File: src/rtl/eoi_trk_pkg.sv
package eoi_trk_pkg;
    typedef enum logic [0:0] {
        TRK_IDLE    = 1'b0,
        TRK_PENDING = 1'b1
    } trk_state_e;
endpackage

File: src/rtl/eoi_ones_count.sv
module eoi_ones_count #(
    parameter int W  = 16,
    parameter int CW = 5
) (
    input  logic [W-1:0]  bits_in,
    output logic [CW-1:0] ones
);
    always_comb begin
        ones = '0;
        for (int i = 0; i < W; i++) begin
            ones = ones + CW'(bits_in[i]);
        end
    end
endmodule

File: src/rtl/eoi_slot_bank.sv
module eoi_slot_bank #(
    parameter int N  = 16,
    parameter int VW = 8
) (
    input  logic          clk,
    input  logic          rst_n,
    input  logic          load,
    input  logic [N-1:0]  load_map,
    input  logic [VW-1:0] load_vec,
    input  logic [N-1:0]  retire,
    output logic [N-1:0]  slot_map,
    output logic [VW-1:0] slot_vec [N]
);
    for (genvar g = 0; g < N; g++) begin : g_slot
        always_ff @(posedge clk or negedge rst_n) begin
            if (!rst_n) begin
                slot_map[g] <= 1'b0;
                slot_vec[g] <= '0;
            end else if (load) begin
                slot_map[g] <= load_map[g];
                if (load_map[g]) begin
                    slot_vec[g] <= load_vec;
                end
            end else if (retire[g]) begin
                slot_map[g] <= 1'b0;
            end
        end
    end
endmodule

File: src/rtl/eoi_pending_tracker.sv
module eoi_pending_tracker
    import eoi_trk_pkg::*;
#(
    parameter  int N_DEST = 16,
    parameter  int VEC_W  = 8,
    localparam int DEST_W = (N_DEST > 1) ? $clog2(N_DEST) : 1,
    localparam int CNT_W  = $clog2(N_DEST + 1)
) (
    input  logic              clk,
    input  logic              rst_n,
    input  logic              dlv_valid,
    input  logic [N_DEST-1:0] dlv_map,
    input  logic [VEC_W-1:0]  dlv_vector,
    input  logic              eoi_valid,
    input  logic [DEST_W-1:0] eoi_dest,
    input  logic [VEC_W-1:0]  eoi_vector,
    output logic              coalesced,
    output logic [CNT_W-1:0]  pend_count,
    output logic [N_DEST-1:0] pend_map
);
    trk_state_e        state_q, state_d;
    logic [CNT_W-1:0]  cnt_q, cnt_d;
    logic [CNT_W-1:0]  accept_ones;
    logic [N_DEST-1:0] slot_map;
    logic [VEC_W-1:0]  slot_vec [N_DEST];
    logic [N_DEST-1:0] retire_oh;
    logic              hit;
    logic              take;

    eoi_ones_count #(.W(N_DEST), .CW(CNT_W)) u_ones (
        .bits_in (dlv_map),
        .ones    (accept_ones)
    );

    always_comb begin
        hit = 1'b0;
        if (eoi_valid && (int'(eoi_dest) < N_DEST)) begin
            hit = slot_map[eoi_dest] && (slot_vec[eoi_dest] == eoi_vector);
        end
        retire_oh = '0;
        if (hit) begin
            retire_oh[eoi_dest] = 1'b1;
        end
        take = dlv_valid && (state_q == TRK_IDLE);
    end

    eoi_slot_bank #(.N(N_DEST), .VW(VEC_W)) u_bank (
        .clk      (clk),
        .rst_n    (rst_n),
        .load     (take),
        .load_map (dlv_map),
        .load_vec (dlv_vector),
        .retire   (retire_oh),
        .slot_map (slot_map),
        .slot_vec (slot_vec)
    );

    always_comb begin
        state_d = state_q;
        cnt_d   = cnt_q;
        unique case (state_q)
            TRK_IDLE: begin
                if (take) begin
                    cnt_d = accept_ones;
                    if (accept_ones != '0) begin
                        state_d = TRK_PENDING;
                    end
                end
            end
            TRK_PENDING: begin
                if (hit) begin
                    cnt_d = cnt_q - 1'b1;
                    if (cnt_q == CNT_W'(1)) begin
                        state_d = TRK_IDLE;
                    end
                end
            end
            default: begin
                state_d = TRK_IDLE;
                cnt_d   = '0;
            end
        endcase
    end

    always_ff @(posedge clk or negedge rst_n) begin
        if (!rst_n) begin
            state_q <= TRK_IDLE;
            cnt_q   <= '0;
        end else begin
            state_q <= state_d;
            cnt_q   <= cnt_d;
        end
    end

    always_comb begin
        coalesced  = (state_q == TRK_PENDING);
        pend_count = cnt_q;
        pend_map   = slot_map;
    end

    a_r5_coalesced_tracks_count: assert property (@(posedge clk) disable iff (!rst_n)
        coalesced == (pend_count != '0));

    a_r8_count_matches_map: assert property (@(posedge clk) disable iff (!rst_n)
        int'(pend_count) == $countones(pend_map));

    a_r2_load_sets_count: assert property (@(posedge clk) disable iff (!rst_n)
        (dlv_valid && !coalesced) |=> int'(pend_count) == $countones($past(dlv_map)));

    a_r3_retire_decrements: assert property (@(posedge clk) disable iff (!rst_n)
        hit |=> int'(pend_count) == int'($past(pend_count)) - 1);

    a_r4_miss_keeps_map: assert property (@(posedge clk) disable iff (!rst_n)
        (eoi_valid && !hit && !(dlv_valid && !coalesced)) |=> $stable(pend_map));

    a_r6_no_load_while_coalesced: assert property (@(posedge clk) disable iff (!rst_n)
        (dlv_valid && coalesced) |=> int'(pend_count) <= int'($past(pend_count)));
endmodule

File: config.mk
export PLATFORM = sky130hd
export DESIGN_NAME = eoi_pending_tracker
export DESIGN_NICKNAME = d
export VERILOG_FILES = /design/src/rtl/eoi_trk_pkg.sv /design/src/rtl/eoi_ones_count.sv /design/src/rtl/eoi_slot_bank.sv /design/src/rtl/eoi_pending_tracker.sv
export SDC_FILE = /design/constraint.sdc
export NUM_CORES = 1
export LEC_CHECK = 0
export ABC_AREA = 1
export CORE_AREA = 2 2 152 154
export CTS_BUF_LIST = sky130_fd_sc_hd__clkbuf_8
export DETAILED_ROUTE_END_ITERATION = 10
export DIE_AREA = 0 0 154 156
export PLACE_DENSITY = 0.53
export SKIP_LAST_GASP = 1
export SYNTH_ARGS = -nofsm -noshare
export SYNTH_HDL_FRONTEND = slang
export SYNTH_SLANG_ARGS = --single-unit
File: constraint.sdc
create_clock -name clk -period 2.1 [get_ports clk]
set_clock_uncertainty 0.05 [all_clocks]
set_input_delay 0.42 -clock clk [delete_from_list [all_inputs] [get_ports clk]]
set_output_delay 0.42 -clock clk [all_outputs]
set_load 0.1 [all_outputs]
==> results.toml, run 1 <==
[logic_synthesis]
syn_inst = 1032
syn_avg_cell_area_um2 = 7.51
synth_area_mm2 = 0.00775
ys_warn_count = 0
yosysSeqAreaShare_pct = 48.4
yosys_register_bits = 150
synthesis.nets = 1089
ys_types = 34

[critical_path]
cp.required_ns = 2.38
cpPeakStageDelay_ns = 0.57
start_kind = "input port"
reg2regPathDepth = 16
path_depth = 14
worstPathMaxFanout = 2
worstSetupStartpoint = "dlv_map[0]"
critPathCaptureType = "flip-flop"
critPathKind = "in -> reg"
crit-reg2reg-launch = "u_bank.slot_vec[20]"
r2r_slack_ns = 0.08
path_cells = "buf_8 > ha_4 > inv_2 > fa_1 > fa_1 > fa_1 > fa_1 > inv_2 > fa_2 > inv_2 > fa_2 > nand2_1 > o41ai_2 > nand2_1"
cp_slowest_cell = "fa_1"
cpMostUsedCell = "fa_1"
cp.arrival_ns = 4.08
crit_buf_inv = 4
r2r-end = "pend_count[1]"
cp-endpoint = "coalesced"
cp_top_family = "adder cells"

[layout]
final_cell_mix = "506 x nand2_1, 142 x dfrtp_1, 134 x o21ai_0, 110 x buf_4, 53 x inv_1"
fin_nets = 1224
antenna_cells = 0
fill_cells = 2325
area_delta_synth_final_pct = 27.0
final_common_cell = "nand2_1"
drive_gt1_share_pct = 18.8
fin_cells = 1465

[route]
wl_um = 22300
ant_nets = 0
dr.first_iter.drc_count = 400
vias_per_cell = 4.66
drc = 0
wl_per_cell_um = 15.2
firstDrtPassIters = 4
vias = 6821

[placed_design]
place_congestion = 0.794
port_buffers = 61
placed_cells = 1425
dp_slack_ns = -2.51
dp_hpwl_um = 15900

[sta]
slew_headroom_pct = 65.6
layout_min_cycle_time_ns = 3.80
finalMaxSlewViolations = 0
layout_setup_ws_ns = -1.70
worst_pin_slew_ns = 0.516
fin_crit_sh_pct = 181
fin_hold_ws_ns = 0.343
tns_ns = -9.10
max_clock_freq_mhz = 263
rsz0062_at_grt = "true"
finalSetupViolCount = 6
hold_violations = 0

[grt]
grt_pass1_wl_um = 36700
overflow = 0
antenna_found_initial = 0
grt_usage_pct = 19.5
first_global_vias = 6732
grt_max_degree = 60

[power_and_ir_drop]
p_per_area_mw_per_mm2 = 1320
vdd_drop_max_uv = 722
p_leak_uw = 0.00509

[job]
max_cap_violations = 0

[die]
fp.dieArea_mm2 = 0.0240
start_util_pct = 34.6
num_rows = 55
coreArea_mm2 = 0.0224
die_x_um = 154
num_io_pins = 62
die-height_um = 156

[clocking]
numCtsBuffers = 17
clockRootBuffer = "clkbuf_8"
worstSkewPairLatency_ns = 0.45
clock_sink_count = 150
clockBufferDepth = 2
cts_htree_levels = 4
clk_pin_slew_ns = 0.09
cts_tree = "built"

[outcome]
violations = "setup timing"
status = "complete, but fails checks"

[worst_hold_path]
hp-class = "in -> async"
-- worst min-delay path by stage --
stage / slack (ns) / startpoint / cells after the start / endpoint
finish: 0.34 / rst_n / 2 / u_bank.slot_map[15]
global route: 0.35 / rst_n / 2 / u_bank.slot_map[15]
floorplan: 0.07 / rst_n / 0 / coalesced
CTS: 0.33 / rst_n / 2 / u_bank.slot_map[13]
detailed placement: 0.26 / rst_n / 1 / u_bank.slot_map[12]
global placement: 0.25 / rst_n / 1 / u_bank.slot_map[12]
-- power by group --
group	leakage, uW	total, uW	internal [uW]	switching (uW)
registers	0.00187	4960	4220	735
logic	0.00303	5910	2110	3810
clock network	0.000199	2100	1010	1090
total	0.00509	13000	7340	5630
-- Yosys cell counts (all sizes together) --
master / n / share of area, %
nand2: 513 / 25
o21ai: 163 / 11
dfrtp: 150 / 48
inv: 59 / 2.9
nor2: 39 / 2.2
clkbuf: 28 / 1.4
buf: 24 / 2.2
nand3: 15 / 1.1
fa: 10 / 2.6
ha: 7 / 1.1
a21oi: 6 / 0.39
nand4: 6 / 0.57
xnor2: 2 / 0.23
xor2: 2 / 0.23
a21boi: 1 / 0.097
and3: 1 / 0.081
mux2i: 1 / 0.13
nand3b: 1 / 0.097
nor3: 1 / 0.065
o21bai: 1 / 0.097
o31ai: 1 / 0.097
o41ai: 1 / 0.11
-- cell families (layout without fill, tap and decap cells) --
kind of cell / after synthesis / after routing / synth area share (%)
and+or+nand+nor: 576 / 576 / 29.1
AOI/OAI and AO/OA: 173 / 173 / 11.8
DFF: 150 / 150 / 48.4
buffers and inverters: 111 / 259 / 6.44
adders and majority gates: 17 / 17 / 3.71
xor gates and xnor gates: 4 / 4 / 0.452
muxes: 1 / 1 / 0.129
-- metal layers --
layer	global-route usage [%]	part of all wire, %	vias to the layer above
met5	0	0	-
met4	5.83	2.1	0
met3	3.56	3.5	25
met2	31.7	46	108
met1	26.6	49	3189
li1	-	-	3499
-- layout make-up --
type	count	area (um2)	area share (%)
Clock inverter	12	88.8	0.903
Timing Repair Buffer	168	1530	15.5
Inverter	59	234	2.38
Clock buffer	20	275	2.80
Sequential cell	150	3760	38.2
Multi-Input combinational cell	771	3600	36.5
Tap cell	285	357	3.62
-- worst reg2reg max path, delay by kind of cell, from the launching register on --
family,cells,cell delay (ns)
simple gates,15,1.41
flops,1,0.38
buf+inv,1,0.14
-- registers in the layout, summed over array words and instances, names as in the netlist --
signal / flops
u_bank.slot_vec: 128
u_bank.slot_map: 16
pend_count: 5
coalesced: 1
-- timing repair --
item | in CTS | in global routing
gates resized for setup | 39 | 40
pin swaps | 15 | 21
endpoints found under the setup margin | 22 | 22
setup buffers | 2 | 4
endpoints found under the hold margin | 19 | 0
cloned | 0 | 1
hold buffers | 1 | 0
-- stage by stage --
stage / total power [uW] / instance area (um2) / util (%)
detailed placement: 10600 / 9280 / 41.5
global placement: 10500 / 9280 / 41.5
CTS: 12900 / 9710 / 43.4
finish: 13000 / 9840 / 44.0
floorplan: 8950 / 7770 / -
global route: 14000 / 9840 / 44.0
No activity file was read; power rests on OpenSTA's default activity.
==> inputs of run 2 (changes only) <==
--- a/config.mk
+++ b/config.mk
@@ -10,6 +10,7 @@
 export CTS_BUF_LIST = sky130_fd_sc_hd__clkbuf_8
 export DETAILED_ROUTE_END_ITERATION = 10
 export DIE_AREA = 0 0 154 156
+export HOLD_SLACK_MARGIN = 0.06
 export PLACE_DENSITY = 0.53
 export SKIP_LAST_GASP = 1
 export SYNTH_ARGS = -nofsm -noshare
==> results of run 2 <==
Same layout as run 1: the final DEF is identical, and so are final timing and power.
==> inputs of run 3 (changes only) <==
==> constraint.sdc (replaced) <==
create_clock -name clk -period 3.5 [get_ports clk]
set_clock_uncertainty 0.05 [all_clocks]
set_input_delay 0.7 -clock clk [delete_from_list [all_inputs] [get_ports clk]]
set_output_delay 0.7 -clock clk [all_outputs]
set_load 0.1 [all_outputs]
==> results.toml, run 3 (synthesis results as in run 1) <==
[die]
num_io_pins = 62
num_rows = 55
coreArea_mm2 = 0.0224
start_util_pct = 34.6
fp.dieArea_mm2 = 0.0240
die-height_um = 156
die_x_um = 154

[layout]
largest_reg_flops = 128
final_area_mm2 = 0.00917
area_delta_synth_final_pct = 18.4
drive_gt1_share_pct = 11.4
antenna_cells = 0
fin_cells = 1398
regMostFlops = "u_bank.slot_vec"
fill_cells = 2345
final_cell_mix = "510 x nand2_1, 150 x dfrtp_1, 144 x o21ai_0, 57 x buf_4, 55 x inv_1"
final_common_cell = "nand2_1"
fin_nets = 1158

[job]
max_cap_violations = 0

[route]
firstDrtPassIters = 4
wl_per_cell_um = 15.6
vias_per_cell = 4.79
vias = 6690
drc = 0
ant_nets = 0
dr.first_iter.drc_count = 471
wl_um = 21800

[sta]
slew_headroom_pct = 35.5
finalMaxSlewViolations = 0
worst_pin_slew_ns = 0.965
rsz0062_at_grt = "true"
layout_min_cycle_time_ns = 3.92
fin_crit_sh_pct = 112
hold_violations = 0
fin_hold_ws_ns = 0.156
finalSetupViolCount = 5
tns_ns = -1.72
max_clock_freq_mhz = 255
layout_setup_ws_ns = -0.418

[power_and_ir_drop]
vdd_drop_max_uv = 303
p_per_area_mw_per_mm2 = 831
p_sw_share_pct = 43.4
p_seq_share_pct = 38.9
p_int_uw = 4310
p_clk_share_pct = 17.9
power_frac_comb_pct = 43.3
p_leak_uw = 0.00470
p_switching_uw = 3310

[clocking]
clockBufferDepth = 2
clk_pin_slew_ns = 0.08
cts_tree = "built"
hold_buffers = 0
cts_htree_levels = 4
clock_sink_count = 150
numCtsBuffers = 17
clockRootBuffer = "clkbuf_8"
worstSkewPairLatency_ns = 0.46

[placed_design]
port_buffers = 61
place_area_mm2 = 0.00872
dp_hpwl_um = 15000
placed_cells = 1365
dp_slack_ns = -1.33
place_congestion = 0.796

[grt]
grt_pass1_wl_um = 36400
overflow = 0
antenna_found_initial = 0
first_global_vias = 6664
grt_usage_pct = 19.4
grt_max_degree = 65

[outcome]
status = "complete, but fails checks"
violations = "setup timing"

[critical_path]
cp.arrival_ns = 4.27
critPathKind = "in -> reg"
cp.required_ns = 3.85
critPathCaptureType = "flip-flop"
worstPathMaxFanout = 2
start_kind = "input port"

[worst_hold_path]
hp-class = "in -> async"
[run 3: cell count changes in the layout (fill, tap and decap cells not counted), moves of 4 or more]
| cell | delta |
|---|---|
| o21ai_1 | -7 |
| o21ai_0 | +10 |
| dfrtp_2 | -8 |
| nor2_1 | +7 |
| nor2_2 | -7 |
| buf_6 | -7 |
| clkdlybuf4s50_1 | +6 |
| buf_4 | -53 |
| dfrtp_1 | +8 |
| nand2_1 | +4 |
| buf_12 | -8 |
[run 3: metal layers]
| metal | part of all wire [%] | up-vias | track usage (%) |
|---|---|---|---|
| li1 | - | 3365 | - |
| met1 | 48 | 3180 | 26.4 |
| met2 | 47 | 127 | 32.0 |
| met3 | 3.6 | 18 | 3.81 |
| met4 | 0.90 | 0 | 4.23 |
| met5 | 0 | - | 0 |
[run 3: power by group through the flow]
stage                     Combinational (uW)  Sequential (uW)  Clock [uW]
after global routing                    3720             3070        1480
after global placement                  3200             2970           0
final                                   3300             2960        1360
after CTS                               3310             2960        1400
after floorplan                         1580             3780           0
after detailed placement                3240             2990           0
[run 3: worst max-delay path: stages]
cell     delay, ns
buf_8         0.10
ha_4          0.25
inv_2         0.03
fa_1          0.46
fa_1          0.56
fa_1          0.44
fa_1          0.51
inv_2         0.04
fa_2          0.34
inv_2         0.06
fa_2          0.43
buf_6         0.12
mux2i_1       0.11
nand2_1       0.06
nand2_1       0.05
[run 3: layout make-up]
class,instances,area (um2),area share [%]
multi-input cells,771,3540,38.6
flip-flops and latches,150,3750,40.9
well taps,285,357,3.89
inverters,59,226,2.47
clock inverters,10,105,1.15
repair buffers,102,896,9.77
clock buffers,21,289,3.15
[run 3: worst paths after layout]
kind                                     from                    to  slack [ns]  cells after the start
setup / recovery                   dlv_map[0]         pend_count[1]       -0.42                     15
hold / removal                          rst_n    u_bank.slot_map[4]        0.16                      1
setup reg to reg                    coalesced  u_bank.slot_vec[120]        1.22                      6
hold reg to reg            u_bank.slot_vec[5]    u_bank.slot_vec[5]        0.44                      2
max in group asynchronous               rst_n   u_bank.slot_vec[65]        2.43                      2
min in group clk           u_bank.slot_vec[5]    u_bank.slot_vec[5]        0.44                      2
[run 3: stage by stage]
stage,power (uW),utilization (%)
4_1_cts,7670,41.0
2_1_floorplan,5360,-
6_report,7620,41.0
5_1_grt,8260,41.0
3_3_place_gp,6180,39.0
3_5_place_dp,6220,39.0
[run 3: timing repair]
action / in CTS / in global routing
setup endpoints to repair: 6 / 6
gates resized for setup: 26 / 2
setup buffers: 1 / 1
pin swaps: 14 / 9
